File: src/rtl/hwaddr_ld_pkg.sv
package hwaddr_ld_pkg;

  typedef enum logic [1:0] {
    LD_IDLE   = 2'd0,
    LD_ISSUE  = 2'd1,
    LD_WAIT   = 2'd2,
    LD_FINISH = 2'd3
  } ld_state_e;

  function automatic logic [7:0] mirror8(input logic [7:0] b);
    logic [7:0] r;
    for (int i = 0; i < 8; i++) r[i] = b[7-i];
    return r;
  endfunction

endpackage

File: src/rtl/hwaddr_rst_sync.sv
module hwaddr_rst_sync (
  input  logic clk,
  input  logic rst_n,
  output logic rst_sync_n
);
  logic [1:0] sync_q;

  always_ff @(posedge clk or negedge rst_n) begin
    if (!rst_n) sync_q <= 2'b00;
    else        sync_q <= {sync_q[0], 1'b1};
  end

  assign rst_sync_n = sync_q[1];
endmodule

File: src/rtl/hwaddr_rd_track.sv
module hwaddr_rd_track #(
  parameter int RD_LAT = 1
) (
  input  logic clk,
  input  logic rst_n,
  input  logic rd_i,
  output logic ret_o
);
  logic [RD_LAT-1:0] pipe_q;
  logic [RD_LAT-1:0] pipe_d;

  generate
    if (RD_LAT == 1) begin : g_single
      always_comb pipe_d = rd_i;
    end else begin : g_chain
      always_comb pipe_d = {pipe_q[RD_LAT-2:0], rd_i};
    end
  endgenerate

  always_ff @(posedge clk or negedge rst_n) begin
    if (!rst_n) pipe_q <= '0;
    else        pipe_q <= pipe_d;
  end

  assign ret_o = pipe_q[RD_LAT-1];

  // a read is never issued while an earlier one is still returning
  assert_one_in_flight_R11: assert property (@(posedge clk) disable iff (!rst_n)
    rd_i |-> (pipe_q == '0));
endmodule

File: src/rtl/hwaddr_seq.sv
module hwaddr_seq
  import hwaddr_ld_pkg::*;
#(
  parameter int BYTE_CNT = 8,
  parameter int STRIDE   = 16,
  parameter int ADDR_W   = 8,
  localparam int IDX_W   = $clog2(BYTE_CNT)
) (
  input  logic             clk,
  input  logic             rst_n,
  input  logic             start_i,
  input  logic             ret_i,
  output logic             rd_o,
  output logic [ADDR_W-1:0] addr_o,
  output logic [IDX_W-1:0] idx_o,
  output logic             accept_o,
  output logic             finish_o
);
  localparam logic [IDX_W-1:0] LAST_IDX = IDX_W'(BYTE_CNT - 1);

  ld_state_e        state_q, state_d;
  logic [IDX_W-1:0] idx_q, idx_d;
  logic             idx_en;

  always_comb begin
    state_d  = state_q;
    idx_d    = idx_q;
    rd_o     = 1'b0;
    accept_o = 1'b0;
    finish_o = 1'b0;
    case (state_q)
      LD_IDLE: begin
        if (start_i) begin
          accept_o = 1'b1;
          idx_d    = '0;
          state_d  = LD_ISSUE;
        end
      end
      LD_ISSUE: begin
        rd_o    = 1'b1;
        state_d = LD_WAIT;
      end
      LD_WAIT: begin
        if (ret_i) begin
          if (idx_q == LAST_IDX) begin
            state_d = LD_FINISH;
          end else begin
            idx_d   = idx_q + IDX_W'(1);
            state_d = LD_ISSUE;
          end
        end
      end
      default: begin
        finish_o = 1'b1;
        state_d  = LD_IDLE;
      end
    endcase
  end

  assign idx_en = (idx_d != idx_q);
  assign idx_o  = idx_q;
  assign addr_o = ADDR_W'(idx_q) * ADDR_W'(STRIDE);

  always_ff @(posedge clk or negedge rst_n) begin
    if (!rst_n) state_q <= LD_IDLE;
    else        state_q <= state_d;
  end

  always_ff @(posedge clk or negedge rst_n) begin
    if (!rst_n)      idx_q <= '0;
    else if (idx_en) idx_q <= idx_d;
  end

  // returned data only ever arrives while a read is awaited
  assert_ret_while_waiting_R11: assert property (@(posedge clk) disable iff (!rst_n)
    ret_i |-> (state_q == LD_WAIT));
endmodule

File: src/rtl/hwaddr_accum.sv
module hwaddr_accum
  import hwaddr_ld_pkg::*;
#(
  parameter int         BYTE_CNT   = 8,
  parameter int         ADDR_BYTES = 6,
  parameter logic [7:0] CHECK_VAL  = 8'hFF,
  localparam int        IDX_W      = $clog2(BYTE_CNT),
  localparam int        SA_W       = ADDR_BYTES * 8
) (
  input  logic             clk,
  input  logic             rst_n,
  input  logic             clear_i,
  input  logic             take_i,
  input  logic [IDX_W-1:0] idx_i,
  input  logic [7:0]       data_i,
  input  logic             finish_i,
  output logic [SA_W-1:0]  station_addr_o,
  output logic             done_o,
  output logic             valid_o,
  output logic             fail_o
);
  logic [SA_W-1:0] shadow_q, shadow_d, addr_d;
  logic [7:0]      chk_q, chk_d, flipped;
  logic            valid_d, fail_d, ok;
  logic            work_en, addr_en;

  assign flipped = mirror8(data_i);
  assign ok      = (chk_q == CHECK_VAL);

  always_comb begin
    shadow_d = shadow_q;
    chk_d    = chk_q;
    valid_d  = valid_o;
    fail_d   = fail_o;
    addr_d   = station_addr_o;
    if (clear_i) begin
      chk_d   = '0;
      valid_d = 1'b0;
      fail_d  = 1'b0;
    end
    if (take_i) begin
      chk_d = chk_q ^ flipped;
      for (int k = 0; k < ADDR_BYTES; k++) begin
        if (idx_i == IDX_W'(k)) shadow_d[(ADDR_BYTES-1-k)*8 +: 8] = flipped;
      end
    end
    if (finish_i) begin
      valid_d = ok;
      fail_d  = !ok;
      if (ok) addr_d = shadow_q;
    end
  end

  assign work_en = clear_i | take_i | finish_i;
  assign addr_en = finish_i & ok;

  always_ff @(posedge clk or negedge rst_n) begin
    if (!rst_n) begin
      shadow_q <= '0;
      chk_q    <= '0;
      valid_o  <= 1'b0;
      fail_o   <= 1'b0;
    end else if (work_en) begin
      shadow_q <= shadow_d;
      chk_q    <= chk_d;
      valid_o  <= valid_d;
      fail_o   <= fail_d;
    end
  end

  always_ff @(posedge clk or negedge rst_n) begin
    if (!rst_n)       station_addr_o <= '0;
    else if (addr_en) station_addr_o <= addr_d;
  end

  always_ff @(posedge clk or negedge rst_n) begin
    if (!rst_n) done_o <= 1'b0;
    else        done_o <= finish_i;
  end

  // completion is a single-cycle pulse
  assert_done_pulse_R8: assert property (@(posedge clk) disable iff (!rst_n)
    done_o |=> !done_o);
  // the valid flag only comes up together with completion
  assert_valid_with_done_R5: assert property (@(posedge clk) disable iff (!rst_n)
    $rose(valid_o) |-> done_o);
  // the failure flag only comes up together with completion
  assert_fail_with_done_R6: assert property (@(posedge clk) disable iff (!rst_n)
    $rose(fail_o) |-> done_o);
endmodule

File: src/rtl/hwaddr_rom_loader.sv
module hwaddr_rom_loader #(
  parameter int         BYTE_CNT   = 8,
  parameter int         ADDR_BYTES = 6,
  parameter int         STRIDE     = 16,
  parameter int         ADDR_W     = 8,
  parameter int         RD_LAT     = 1,
  parameter logic [7:0] CHECK_VAL  = 8'hFF,
  localparam int        IDX_W      = $clog2(BYTE_CNT),
  localparam int        SA_W       = ADDR_BYTES * 8
) (
  input  logic              clk,
  input  logic              rst_n,
  input  logic              start_i,
  output logic              rom_rd_o,
  output logic [ADDR_W-1:0] rom_addr_o,
  input  logic [7:0]        rom_data_i,
  output logic [SA_W-1:0]   station_addr_o,
  output logic              done_o,
  output logic              valid_o,
  output logic              fail_o
);
  logic             rst_sync_n;
  logic             ret;
  logic             accept;
  logic             finish;
  logic [IDX_W-1:0] idx;

  hwaddr_rst_sync u_rst (
    .clk        (clk),
    .rst_n      (rst_n),
    .rst_sync_n (rst_sync_n)
  );

  hwaddr_seq #(
    .BYTE_CNT (BYTE_CNT),
    .STRIDE   (STRIDE),
    .ADDR_W   (ADDR_W)
  ) u_seq (
    .clk      (clk),
    .rst_n    (rst_sync_n),
    .start_i  (start_i),
    .ret_i    (ret),
    .rd_o     (rom_rd_o),
    .addr_o   (rom_addr_o),
    .idx_o    (idx),
    .accept_o (accept),
    .finish_o (finish)
  );

  hwaddr_rd_track #(
    .RD_LAT (RD_LAT)
  ) u_track (
    .clk   (clk),
    .rst_n (rst_sync_n),
    .rd_i  (rom_rd_o),
    .ret_o (ret)
  );

  hwaddr_accum #(
    .BYTE_CNT   (BYTE_CNT),
    .ADDR_BYTES (ADDR_BYTES),
    .CHECK_VAL  (CHECK_VAL)
  ) u_acc (
    .clk            (clk),
    .rst_n          (rst_sync_n),
    .clear_i        (accept),
    .take_i         (ret),
    .idx_i          (idx),
    .data_i         (rom_data_i),
    .finish_i       (finish),
    .station_addr_o (station_addr_o),
    .done_o         (done_o),
    .valid_o        (valid_o),
    .fail_o         (fail_o)
  );

  // the two result flags exclude each other
  assert_flags_excl_R8: assert property (@(posedge clk) disable iff (!rst_sync_n)
    !(valid_o && fail_o));
  // a failed completion leaves the address untouched
  assert_addr_hold_R6: assert property (@(posedge clk) disable iff (!rst_sync_n)
    (done_o && fail_o) |-> $stable(station_addr_o));
  // an accepted start clears both result flags
  assert_clear_on_start_R10: assert property (@(posedge clk) disable iff (!rst_sync_n)
    accept |=> (!valid_o && !fail_o));
  // every read lands on a stride boundary
  assert_read_stride_R2: assert property (@(posedge clk) disable iff (!rst_sync_n)
    rom_rd_o |-> ((rom_addr_o % ADDR_W'(STRIDE)) == '0));
endmodule

File: config.mk
export PLATFORM = sky130hd
export DESIGN_NAME = hwaddr_rom_loader
export DESIGN_NICKNAME = d
export VERILOG_FILES = /design/src/rtl/hwaddr_ld_pkg.sv /design/src/rtl/hwaddr_rst_sync.sv /design/src/rtl/hwaddr_rd_track.sv /design/src/rtl/hwaddr_seq.sv /design/src/rtl/hwaddr_accum.sv /design/src/rtl/hwaddr_rom_loader.sv
export SDC_FILE = /design/constraint.sdc
export NUM_CORES = 1
export LEC_CHECK = 0
export ABC_AREA = 1
export BUFFER_PORTS_ARGS = -buffer_cell sky130_fd_sc_hd__buf_2
export CORE_UTILIZATION = 45
export CTS_CLUSTER_SIZE = 10
export DETAILED_ROUTE_END_ITERATION = 7
export PLACE_DENSITY_LB_ADDON = 0.12
export SETUP_SLACK_MARGIN = 0.4
export SYNTH_ARGS = -nofsm -noshare
export SYNTH_HDL_FRONTEND = slang
export SYNTH_SLANG_ARGS = --single-unit
File: constraint.sdc
create_clock -name clk -period 3.1 [get_ports clk]
set_input_delay 0.62 -clock clk [delete_from_list [all_inputs] [get_ports clk]]
set_output_delay 0.62 -clock clk [all_outputs]
set_load 0.01 [all_outputs]
### Word level (Yosys, flattened, before mapping)

Cells that the tools add are included.

* register bits after elaboration: 115
* input bits: 11
* output and inout bits: 60
* word-level logic and storage cells: 66

* add/subtract/negate cells: 1
* eq/ne operators: 13
* mux-type cells: 17
* bitwise operators: 5
* reduce and logical (&&, ||, !) cells: 15

Operator list (count)
* 3-bit AND reduction: 7
* 8-bit 2-to-1 mux: 2
* 3-bit == test (second input constant): 3
* 3-bit 2-to-1 mux: 3
* 8-bit == test (second input constant): 1
* 8-bit XOR: 1
* 1-bit 2-to-1 mux: 7
* 3-bit by 2-bit == test with 1-bit output (second input constant): 2
* 2-bit 2-to-1 mux: 3
* 2-bit one-hot mux with 3 select lines: 1
* 3-bit one-hot mux with 2 select lines: 1
* 2-bit AND reduction: 3
* 2-bit by 1-bit != test with 1-bit output (second input constant): 2
* 3-bit by 1-bit adder with 3-bit output (second input constant): 1
* 3-bit by 1-bit == test with 1-bit output (second input constant): 1
* 3-bit logical NOT: 1
* 3-bit != test: 1
* 3-bit OR reduction: 1
* 2-bit by 1-bit == test with 1-bit output (second input constant): 1
* 2-bit == test (second input constant): 1
* 2-bit logical NOT: 1
* 2-bit != test (second input constant): 1
* 1-bit bitwise OR: 2
* 2-bit nonzero test: 1
* other kinds (3): 3

### Longest topological paths before layout

Gate-level depths: netlist of the first run.

* depth in word-level cells: 5
* mapped depth: 7
* depth with buffers taken out: 7

### Hierarchy

Synthesis of the first run repeated with hierarchy kept, for this count alone.

* cell total of the unflattened synthesis: 484
* area, all modules: 4860.9 um2

Modules (own cells, without submodules)
* hwaddr_accum: instances 1, cells each 435, area each 4443.0 um2, seq. area each 2677.6 um2
* hwaddr_seq: instances 1, cells each 45, area each 339.1 um2, seq. area each 125.1 um2
* hwaddr_rst_sync: instances 1, cells each 3, area each 53.8 um2, seq. area each 50.0 um2
* hwaddr_rd_track: instances 1, cells each 1, area each 25.0 um2, seq. area each 25.0 um2

### Worst setup path after synthesis of the first run

OpenSTA, ideal clock, no wires.

* path type: reg2reg
* from: register u_seq.idx_q[0], in the netlist u_seq.idx_o[0]
* to: register u_acc.shadow_q[45]
* library setup time: 0.124 ns
* data arrival time: 1.157 ns
* required time: 2.976 ns
* setup slack: 1.819 ns
* stages on the path, launching flop included: 7
* buffers on the path: 1
* clock period less this slack: 1.281 ns
* cell sequence: dfrtp_1 -> inv_1 -> ha_1 -> nand3_2 -> buf_2 -> nand2_1 -> o21ai_1

* longest elaborated chain between the ends: 2

Ends and longest elaborated chain
* from (decl): line hwaddr_seq.sv:22 `logic [IDX_W-1:0] idx_q, idx_d;`
* from (signal assigned): line hwaddr_seq.sv:71 `else if (idx_en) idx_q <= idx_d;`
* 3-bit logical NOT: line hwaddr_accum.sv:44 `if (idx_i == IDX_W'(k)) shadow_d[(ADDR_BYTES-1-k)*8 +: 8] = flipped;`
* 3-bit AND reduction (no source line)
* to (signal assigned): line hwaddr_accum.sv:64 `shadow_q <= shadow_d;`
* to (decl): line hwaddr_accum.sv:22 `logic [SA_W-1:0] shadow_q, shadow_d, addr_d;`

Every way passes these cells.
A chain may end at the register's enable or synchronous reset.

### Final worst setup path of the first run

* from: register u_seq.state_q[1]
* to: output port rom_rd_o

* longest elaborated chain between the ends: 2

Ends and longest elaborated chain
* from (decl): line hwaddr_seq.sv:21 `ld_state_e state_q, state_d;`
* from (signal assigned): line hwaddr_seq.sv:66 `else state_q <= state_d;`
* 2-bit by 1-bit == test with 1-bit output: line hwaddr_seq.sv:31 `case (state_q)`
* 1-bit 2-to-1 mux: line hwaddr_seq.sv:31
* to (decl): line hwaddr_rom_loader.sv:14 `output logic rom_rd_o,`

Every way passes these cells.

==> results.py, run 1 <==
metrics = {
    "outcome": {
        "status": "complete, no violations",
    },
    "drt": {
        "viasPerCell": 4.981,
        "ant_nets": 0,
        "drt_iter0_markers": 252,
        "wl_mm": 10.02,
        "wl_per_cell_um": 14.46,
        "vias": 3452,
        "drc": 0,
        "firstDrtPassIters": 4,
    },
    "global_routing": {
        "first_global_vias": 3425,
        "antenna_found_initial": 0,
        "grt_pass1_wl_mm": 16.98,
        "grt_overflow_total": 0,
        "grt_max_degree": 98,
        "grt_usage": 0.2038,
    },
    "layout": {
        "synthToLayoutAreaGrowth_pct": 18.08,
        "layout_common_cells": "179 x nand2_1, 114 x dfrtp_1, 65 x buf_2",
        "multi_input_area_um2": 1533,
        "diodes": 0,
        "nFillCells": 965,
        "fin_nets": 559,
        "drive_above_1_share": 0.2029,
        "register_area_um2": 2882,
        "layout_commonest_cell": "nand2_1",
    },
    "setup_path": {
        "slowest_stage": "dfrtp_1",
        "critPathMaxStageDelay_ps": 410,
        "critPathRequiredTime_ps": 2480,
        "rr_endpoint": "u_acc.shadow_q[11]",
        "crit_type": "reg2out",
        "crit_fanout": 5,
        "r2r_slack_ps": 1480,
        "cp_cell_sequence": "nor2_1, buf_2",
        "startpoint_type": "flip-flop",
        "crit_path_end_kind": "primary output",
        "critPathArrivalTime_ps": 1260,
        "r2r_start": "u_track.ret_o",
        "r2r_cells": 3,
    },
    "power": {
        "power_frac_seq": 0.447,
        "combPwrFrac": 0.156,
        "netSwitchingFraction": 0.2887,
        "peakVddDrop_uv": 421.4,
        "totalPowerFinal_w": 0.004693,
        "power_leakage_nw": 3.108,
        "power_density_nw_per_um2": 833.6,
        "p_switching_w": 0.001355,
        "p_clk_frac": 0.398,
        "p_int_w": 0.003338,
    },
    "floorplan": {
        "ios": 71,
        "initial_core_util": 0.4640,
        "rows": 37,
        "die_y_um": 104.9,
        "die_w_um": 104.9,
        "coreArea_um2": 10280,
        "die_area_um2": 11010,
    },
    "worst_hold_path": {
        "hp-class": "reg2async",
    },
    "yosys": {
        "synth_top_area_frac": 0.6035,
        "ys_ff_latch": 115,
        "ys_top_cells_by_area": "dfrtp_1 60%, nand2_1 14%, nand4_1 6.3%",
        "synthCells": 484,
        "yosys_warnings": 0,
        "synth.distinct_cells": 23,
        "synth-seq-area-share": 0.6035,
        "yosysTopAreaCell": "dfrtp_1",
        "syn-cell-area_um2": 4768,
        "avgSynthCellArea_um2": 9.852,
    },
    "sta": {
        "fin_skew_ps": 9.856,
        "fin_crit_sh": 0.6050,
        "slew_headroom": 0.5275,
        "rsz0062_at_grt": "false",
        "worst_pin_slew_ps": 708.8,
        "hold_viol_final": 0,
        "fin_crit_ps": 1875,
        "setup_violations": 0,
        "max_clock_freq_mhz": 533.2,
        "drv_slew": 0,
        "finalSetupTns_ps": 0,
    },
    "clock_network": {
        "cts_resized": 0,
        "clk_path_buf_depth": 2,
        "clk_latency_ps": 510,
        "clk_pin_slew_worst_paths_ps": 60,
        "cts.sinks": 115,
        "cts_buffers": 17,
        "clockRootBuffer": "clkbuf_8",
        "cts_tree": "built",
        "htree_levels": 4,
    },
    "place": {
        "place.gp.congestion": 0.7776,
        "io_buffers": 65,
        "dpl.hpwl_mm": 6.005,
    },
    "flow_run": {
        "drv_cap": 0,
    },
}
[logic make-up after synthesis]
kind of cell	share of synthesized area
compound gates	0.05563
xor+xnor	0.01469
fa+ha+maj	0.01050
buf+inv	0.07820
flops	0.6035
other cells	0.001575
simple gates	0.2359
[critical path: cells and delay by family (launching register included)]
family	cells	cell delay, ps
buffers and inverters	1	160
AND/OR/NAND/NOR	1	170
flip-flops	1	410
[power by group through the flow]
| stage | logic, W | clock network [W] | registers, W |
|---|---|---|---|
| 6_report | 0.000730 | 0.00187 | 0.00210 |
| 5_1_grt | 0.000847 | 0.00198 | 0.00213 |
| 4_1_cts | 0.000741 | 0.00191 | 0.00209 |
| 3_5_place_dp | 0.000731 | 0 | 0.00211 |
| 3_3_place_gp | 0.000710 | 0 | 0.00211 |
| 2_1_floorplan | 0.000615 | 0 | 0.00204 |
[registers in the layout (all words and copies together) (netlist names)]
| register | cells |
|---|---|
| u_track.ret_o | 1 |
| u_acc.done_o | 1 |
| u_acc.valid_o | 1 |
| u_acc.shadow_q | 48 |
| u_rst.sync_q | 2 |
| u_seq.state_q | 2 |
| u_acc.fail_o | 1 |
| u_seq.idx_o | 3 |
| u_acc.chk_q | 8 |
| u_acc.station_addr_o | 48 |
[cell usage after synthesis (all sizes together)]
cell and instances:
ha 4, nor2b 1, buf 33, inv 24, xnor2 8, conb 2, nand2 180, dfrtp 115
nand3 11, nor2 5, o21ai 52, a21oi 1, nand4 48
[worst max path at each step]
| stage | startpoint | to | cells after the start |
|---|---|---|---|
| 3_5_place_dp | u_track.ret_o | u_acc.shadow_q[35] | 3 |
| 4_1_cts | u_seq.state_q[1] | rom_rd_o | 2 |
| 2_1_floorplan | u_rst.sync_q[1] | u_acc.chk_q[0] | 0 |
| 3_3_place_gp | u_track.ret_o | u_acc.shadow_q[6] | 3 |
| 5_1_grt | u_seq.state_q[0] | rom_rd_o | 3 |
| 6_report | u_seq.state_q[1] | rom_rd_o | 2 |
[per-stage QoR]
step                      hold WS, ps  setup WS (ps)  std cells    util  cell area, µm²
after floorplan                 324.4           1178        488       -            4785
after global placement          198.7           1558        660  0.4906            5042
after detailed placement        202.2           1532        660  0.4906            5042
after CTS                       201.3           1188        693  0.5478            5630
after global routing            212.2           1128        693  0.5478            5630
final                           191.1           1225        693  0.5478            5630
[layout make-up]
type                    count  share of cell area
flip-flops and latches    115              0.5118
multi-input cells         316              0.2722
clock buffers              22             0.08400
repair buffers             70             0.06711
well taps                 136             0.03022
clock inverters            10             0.01867
inverters                  24             0.01600
[what timing repair did]
action / CTS / global route
hold buffers: 1 / 0
setup buffers: 0 / 0
hold endpoints to repair: 2 / 0
[routing by layer]
layer  up-vias  GRT usage  part of all wire
met5         -          0                 0
li1       1706          -                 -
met1      1674     0.2798              0.49
met2        68     0.3013              0.47
met3         4    0.05802             0.036
met4         0    0.08954            0.0055
No activity file was read; power rests on OpenSTA's default activity.
==> inputs of run 2 (changes only) <==
clock period = 1.65 ns   (was 3.1 ns; I/O delays follow)
==> run 2 against run 1 <==
Effect of this change:
- global-route usage increased by 3.2 points
- final cell count grew 12%
- sequential cell count is the same
- sequential power grew 90%
- die area unchanged
- routed wire length increased by 38%
- highest routed layer unchanged
- combinational power rose to 3.7 times the previous value
- clock power grew 72%
==> results.py, run 2 (synthesis gave the netlist of run 1 again) <==
metrics = {
    "power": {
        "power_leakage_nw": 3.667,
        "peakVddDrop_uv": 867.9,
        "totalPowerFinal_w": 0.009920,
        "power_density_nw_per_um2": 1436,
    },
    "place": {
        "place.gp.congestion": 0.8126,
        "io_buffers": 65,
        "dpl.hpwl_mm": 6.667,
    },
    "clock_network": {
        "cts.sinks": 115,
        "clk_pin_slew_worst_paths_ps": 60,
        "cts_buffers": 17,
        "cts_tree": "built",
        "clk_latency_ps": 510,
        "htree_levels": 4,
        "clk_path_buf_depth": 2,
        "clockRootBuffer": "clkbuf_8",
    },
    "floorplan": {
        "die_w_um": 104.9,
        "die_y_um": 104.9,
        "die_area_um2": 11010,
        "coreArea_um2": 10280,
        "rows": 37,
        "initial_core_util": 0.4640,
        "ios": 71,
    },
    "layout": {
        "nFillCells": 819,
        "diodes": 0,
        "drive_above_1_share": 0.3841,
        "synthToLayoutAreaGrowth_pct": 44.92,
        "layout_commonest_cell": "nand2_1",
        "layout_common_cells": "152 x nand2_1, 111 x dfrtp_1, 60 x buf_2",
        "reg_top3": "u_acc.shadow_q (48), u_acc.station_addr_o (48), u_acc.chk_q (8)",
        "fin_nets": 647,
    },
    "global_routing": {
        "grt_max_degree": 50,
        "antenna_found_initial": 0,
        "first_global_vias": 3814,
        "grt_usage": 0.2356,
        "grt_overflow_total": 0,
        "grt_pass1_wl_mm": 19.78,
    },
    "sta": {
        "fin_crit_ps": 1485,
        "rsz0062_at_grt": "true",
        "setup_violations": 0,
        "max_clock_freq_mhz": 673.3,
        "hold_viol_final": 0,
        "fin_crit_sh": 0.9001,
        "fin_skew_ps": 7.325,
        "drv_slew": 0,
        "finalSetupTns_ps": 0,
    },
    "setup_path": {
        "slowest_stage": "dfrtp_1",
        "cp_num_buf_inv": 2,
        "startpoint_type": "flip-flop",
        "crit_type": "reg2out",
        "crit_path_end_kind": "primary output",
        "crit_fanout": 2,
        "critPathArrivalTime_ps": 1160,
        "crit_family": "flip-flops",
        "critPathRequiredTime_ps": 1320,
        "rr_endpoint": "u_seq.idx_o[0]",
        "r2r_start": "u_seq.idx_o[0]",
        "r2r_cells": 9,
        "r2r_slack_ps": 230,
        "critPathMaxStageDelay_ps": 360,
        "cp_cell_sequence": "inv_2, nor2_4, buf_6",
    },
    "drt": {
        "wl_per_cell_um": 17.78,
        "firstDrtPassIters": 7,
        "ant_nets": 0,
        "drt_iter0_markers": 264,
        "vias": 4135,
        "viasPerCell": 5.308,
        "wl_mm": 13.85,
        "drc": 0,
    },
    "outcome": {
        "status": "complete, no violations",
    },
    "flow_run": {
        "drv_cap": 0,
    },
    "worst_hold_path": {
        "hp-class": "in2async",
    },
}
-- run 2: changes by cell type in the layout (fill, tap and decap cells not counted), moves of 8 or more --
cell / before / now
buf_12: 1 / 12
nand2_1: 179 / 152
nand3_4: 1 / 15
buf_6: 0 / 14
nand2_2: 1 / 24
o21ai_2: 0 / 8
buf_4: 3 / 55
-- run 2: cell type report --
class	instances	area (µm²)	share of cell area
flip-flops and latches	115	2888	0.4179
multi-input cells	324	1906	0.2758
repair buffers	150	1319	0.1908
clock buffers	24	490.5	0.07098
well taps	136	170.2	0.02462
inverters	24	107.6	0.01557
clock inverters	6	30.03	0.004345
-- run 2: how the worst max path moves through the flow --
stage | from | endpoint | depth (start not counted)
6_report | u_seq.state_q[0] | rom_rd_o | 3
3_5_place_dp | u_seq.idx_o[0] | u_acc.shadow_q[45] | 5
4_1_cts | u_seq.state_q[0] | rom_rd_o | 3
2_1_floorplan | u_seq.idx_o[0] | u_acc.shadow_q[45] | 6
3_3_place_gp | u_acc.chk_q[0] | u_acc.station_addr_o[13] | 6
5_1_grt | u_seq.state_q[0] | rom_rd_o | 3
-- run 2: metrics by stage --
| step | utilization | hold WS, ps | setup WS [ps] | instances | area (µm²) |
|---|---|---|---|---|---|
| global placement | 0.4974 | 114.7 | 246.7 | 666 | 5112 |
| CTS | 0.6081 | 100.5 | 133.4 | 742 | 6250 |
| floorplan | - | 34.41 | 368.9 | 488 | 4792 |
| detailed placement | 0.4974 | 117.7 | 222.0 | 666 | 5112 |
| global route | 0.6724 | 112.6 | 140.1 | 779 | 6910 |
| finish | 0.6724 | 118.4 | 164.9 | 779 | 6910 |
-- run 2: what timing repair did --
item                                   in CTS  in global routing
endpoints found under the hold margin       2                  0
pin swaps                                   5                 21
gates resized for setup                    41                 74
setup buffers                              38                 29
setup endpoints to repair                 145                166
hold buffers                                1                  0
cloned                                      7                  8
-- run 2: per-layer routing --
metal / share of wire / up-vias / wire length (µm) / global-route usage
met5: 0 / - / 0 / 0
met4: 0.025 / 0 / 346 / 0.09256
met3: 0.063 / 27 / 868 / 0.06114
met2: 0.48 / 164 / 6715 / 0.3567
met1: 0.43 / 2040 / 5924 / 0.3252
li1: - / 1904 / - / -
-- run 2: report_power, final --
| part | leakage, nW | internal (W) | switching [W] |
|---|---|---|---|
| logic | 1.98 | 0.00125 | 0.00147 |
| clock network | 0.266 | 0.00201 | 0.00121 |
| registers | 1.43 | 0.00348 | 0.000511 |
| total | 3.67 | 0.00673 | 0.00319 |
==> inputs of run 3 (changes only) <==
BUFFER_PORTS_ARGS = default   (was -buffer_cell sky130_fd_sc_hd__buf_2)
DONT_BUFFER_PORTS = 1   (was default)
==> run 3 against run 2 <==
Effect of this change:
- clock skew about the same
- sequential share of layout area up 6.7 points
- register-to-register slack better by 50 ps
- setup slack better by 54 ps
- sequential cell count unchanged
- final area down 14%
- final cell count down 15%
==> results.py, run 3 (synthesis gave the netlist of run 1 again) <==
metrics = {
    "setup_path": {
        "critPathArrivalTime_ps": 1100,
        "r2r_cells": 7,
        "startpoint_type": "flip-flop",
        "crit_fanout": 7,
        "crit_path_end_kind": "primary output",
        "crit_type": "reg2out",
        "crit_cells": 0,
        "critPathRequiredTime_ps": 1320,
    },
    "outcome": {
        "status": "complete, no violations",
    },
    "layout": {
        "layout_commonest_cell": "nand2_1",
        "multi_input_area_um2": 1793,
        "nFillCells": 905,
        "synthToLayoutAreaGrowth_pct": 24.90,
        "diodes": 0,
        "register_area_um2": 2889,
        "reg_top3": "u_acc.shadow_q (48), u_acc.station_addr_o (48), u_acc.chk_q (8)",
        "layout.cells.non_filler": 662,
        "layout_common_cells": "159 x nand2_1, 110 x dfrtp_1, 48 x nand4_1",
        "drive_above_1_share": 0.2224,
        "fin_nets": 528,
    },
    "clock_network": {
        "clk_pin_slew_worst_paths_ps": 50,
        "clockRootBuffer": "clkbuf_8",
        "clk_latency_ps": 520,
        "cts.sinks": 115,
        "cts_tree": "built",
        "cts_buffers": 17,
        "clk_path_buf_depth": 2,
        "htree_levels": 4,
    },
    "power": {
        "power_density_nw_per_um2": 1636,
        "power_leakage_nw": 2.972,
        "peakVddDrop_uv": 951.8,
    },
    "sta": {
        "worst_slack_ps": 218.9,
        "worst_pin_slew_ps": 503.9,
        "hold_viol_final": 0,
        "rsz0062_at_grt": "true",
        "setup_violations": 0,
        "finalSetupTns_ps": 0,
        "fin_skew_ps": 6.887,
        "slew_headroom": 0.6641,
        "max_clock_freq_mhz": 698.8,
        "fin_hold_ws_ps": 40.84,
        "fin_crit_sh": 0.8673,
        "fin_crit_ps": 1431,
        "drv_slew": 0,
    },
    "worst_hold_path": {
        "hp-class": "in2reg",
        "holdPathStages": 4,
    },
    "drt": {
        "vias": 3474,
        "drc": 0,
        "drt_iter0_markers": 213,
        "ant_nets": 0,
        "wl_mm": 11.60,
        "wl_per_cell_um": 17.52,
        "firstDrtPassIters": 5,
        "viasPerCell": 5.248,
    },
    "global_routing": {
        "first_global_vias": 3428,
        "antenna_found_initial": 0,
        "grt_overflow_total": 0,
        "grt_pass1_wl_mm": 18.07,
        "grt_usage": 0.2171,
        "grt_max_degree": 75,
    },
    "floorplan": {
        "die_y_um": 104.9,
        "die_area_um2": 11010,
        "die_w_um": 104.9,
        "ios": 71,
        "initial_core_util": 0.4640,
        "rows": 37,
        "coreArea_um2": 10280,
    },
    "place": {
        "io_buffers": 0,
        "place_inst": 602,
        "dpl.hpwl_mm": 6.578,
        "place.gp.congestion": 0.7470,
        "place_ws_ps": 195.3,
    },
    "flow_run": {
        "drv_cap": 0,
    },
}
[run 3: cell count changes in the layout (fill, tap and decap cells not counted), moves of 4 or more]
cell,previous run,this run
buf_2,60,0
buf_4,55,19
buf_6,14,2
nand2_1,152,159
o21ai_2,8,2
o21ai_1,42,47
buf_12,12,8
nand2_4,4,0
[run 3: final timing paths]
kind | start | to | slack [ps]
max | u_seq.idx_o[2] | rom_addr_o[6] | 220
min in group asynchronous | rst_n | u_rst.sync_q[0] | 50
max reg2reg | u_seq.state_q[0] | u_acc.station_addr_o[12] | 280
max in group asynchronous | u_rst.sync_q[1] | u_track.ret_o | 850
min reg2reg | u_rst.sync_q[1] | u_acc.shadow_q[45] | 320
min | rom_data_i[7] | u_acc.chk_q[0] | 40
[run 3: routing by layer]
metal	routed length, µm	GRT usage	up-vias
met1	5212	0.2923	1719
li1	-	-	1648
met4	122	0.07545	0
met5	0	0	-
met3	772	0.06488	12
met2	5494	0.3349	95
[run 3: layout make-up]
cell class	count	area share
sequential	115	0.4851
multi-input combinational	322	0.3011
clock buffer	23	0.08004
timing repair buffer	33	0.06723
tap	136	0.02857
clock inverter	9	0.02122
inverter	24	0.01681
[run 3: what timing repair did]
| action | 4_1_cts | 5_1_grt |
|---|---|---|
| setup endpoints to repair | 144 | 165 |
| endpoints found under the hold margin | 2 | 0 |
| hold buffers | 1 | 0 |
| buffers inserted | 1 | 17 |
| cloned | 4 | 5 |
| resized for setup | 34 | 38 |
| pin swaps | 1 | 10 |
[run 3: stage by stage]
step,utilization,total power (W),area [µm²]
after CTS,0.5448,0.009394,5599
final,0.5795,0.009746,5956
after global placement,0.4665,0.005263,4795
after global routing,0.5795,0.01023,5956
after detailed placement,0.4665,0.005352,4795
after floorplan,-,0.004997,4792
[run 3: power by group]
group          switching (W)  total [W]  internal, W
registers           0.000522    0.00400      0.00348
clock network        0.00126    0.00372      0.00245
logic                0.00116    0.00203     0.000873
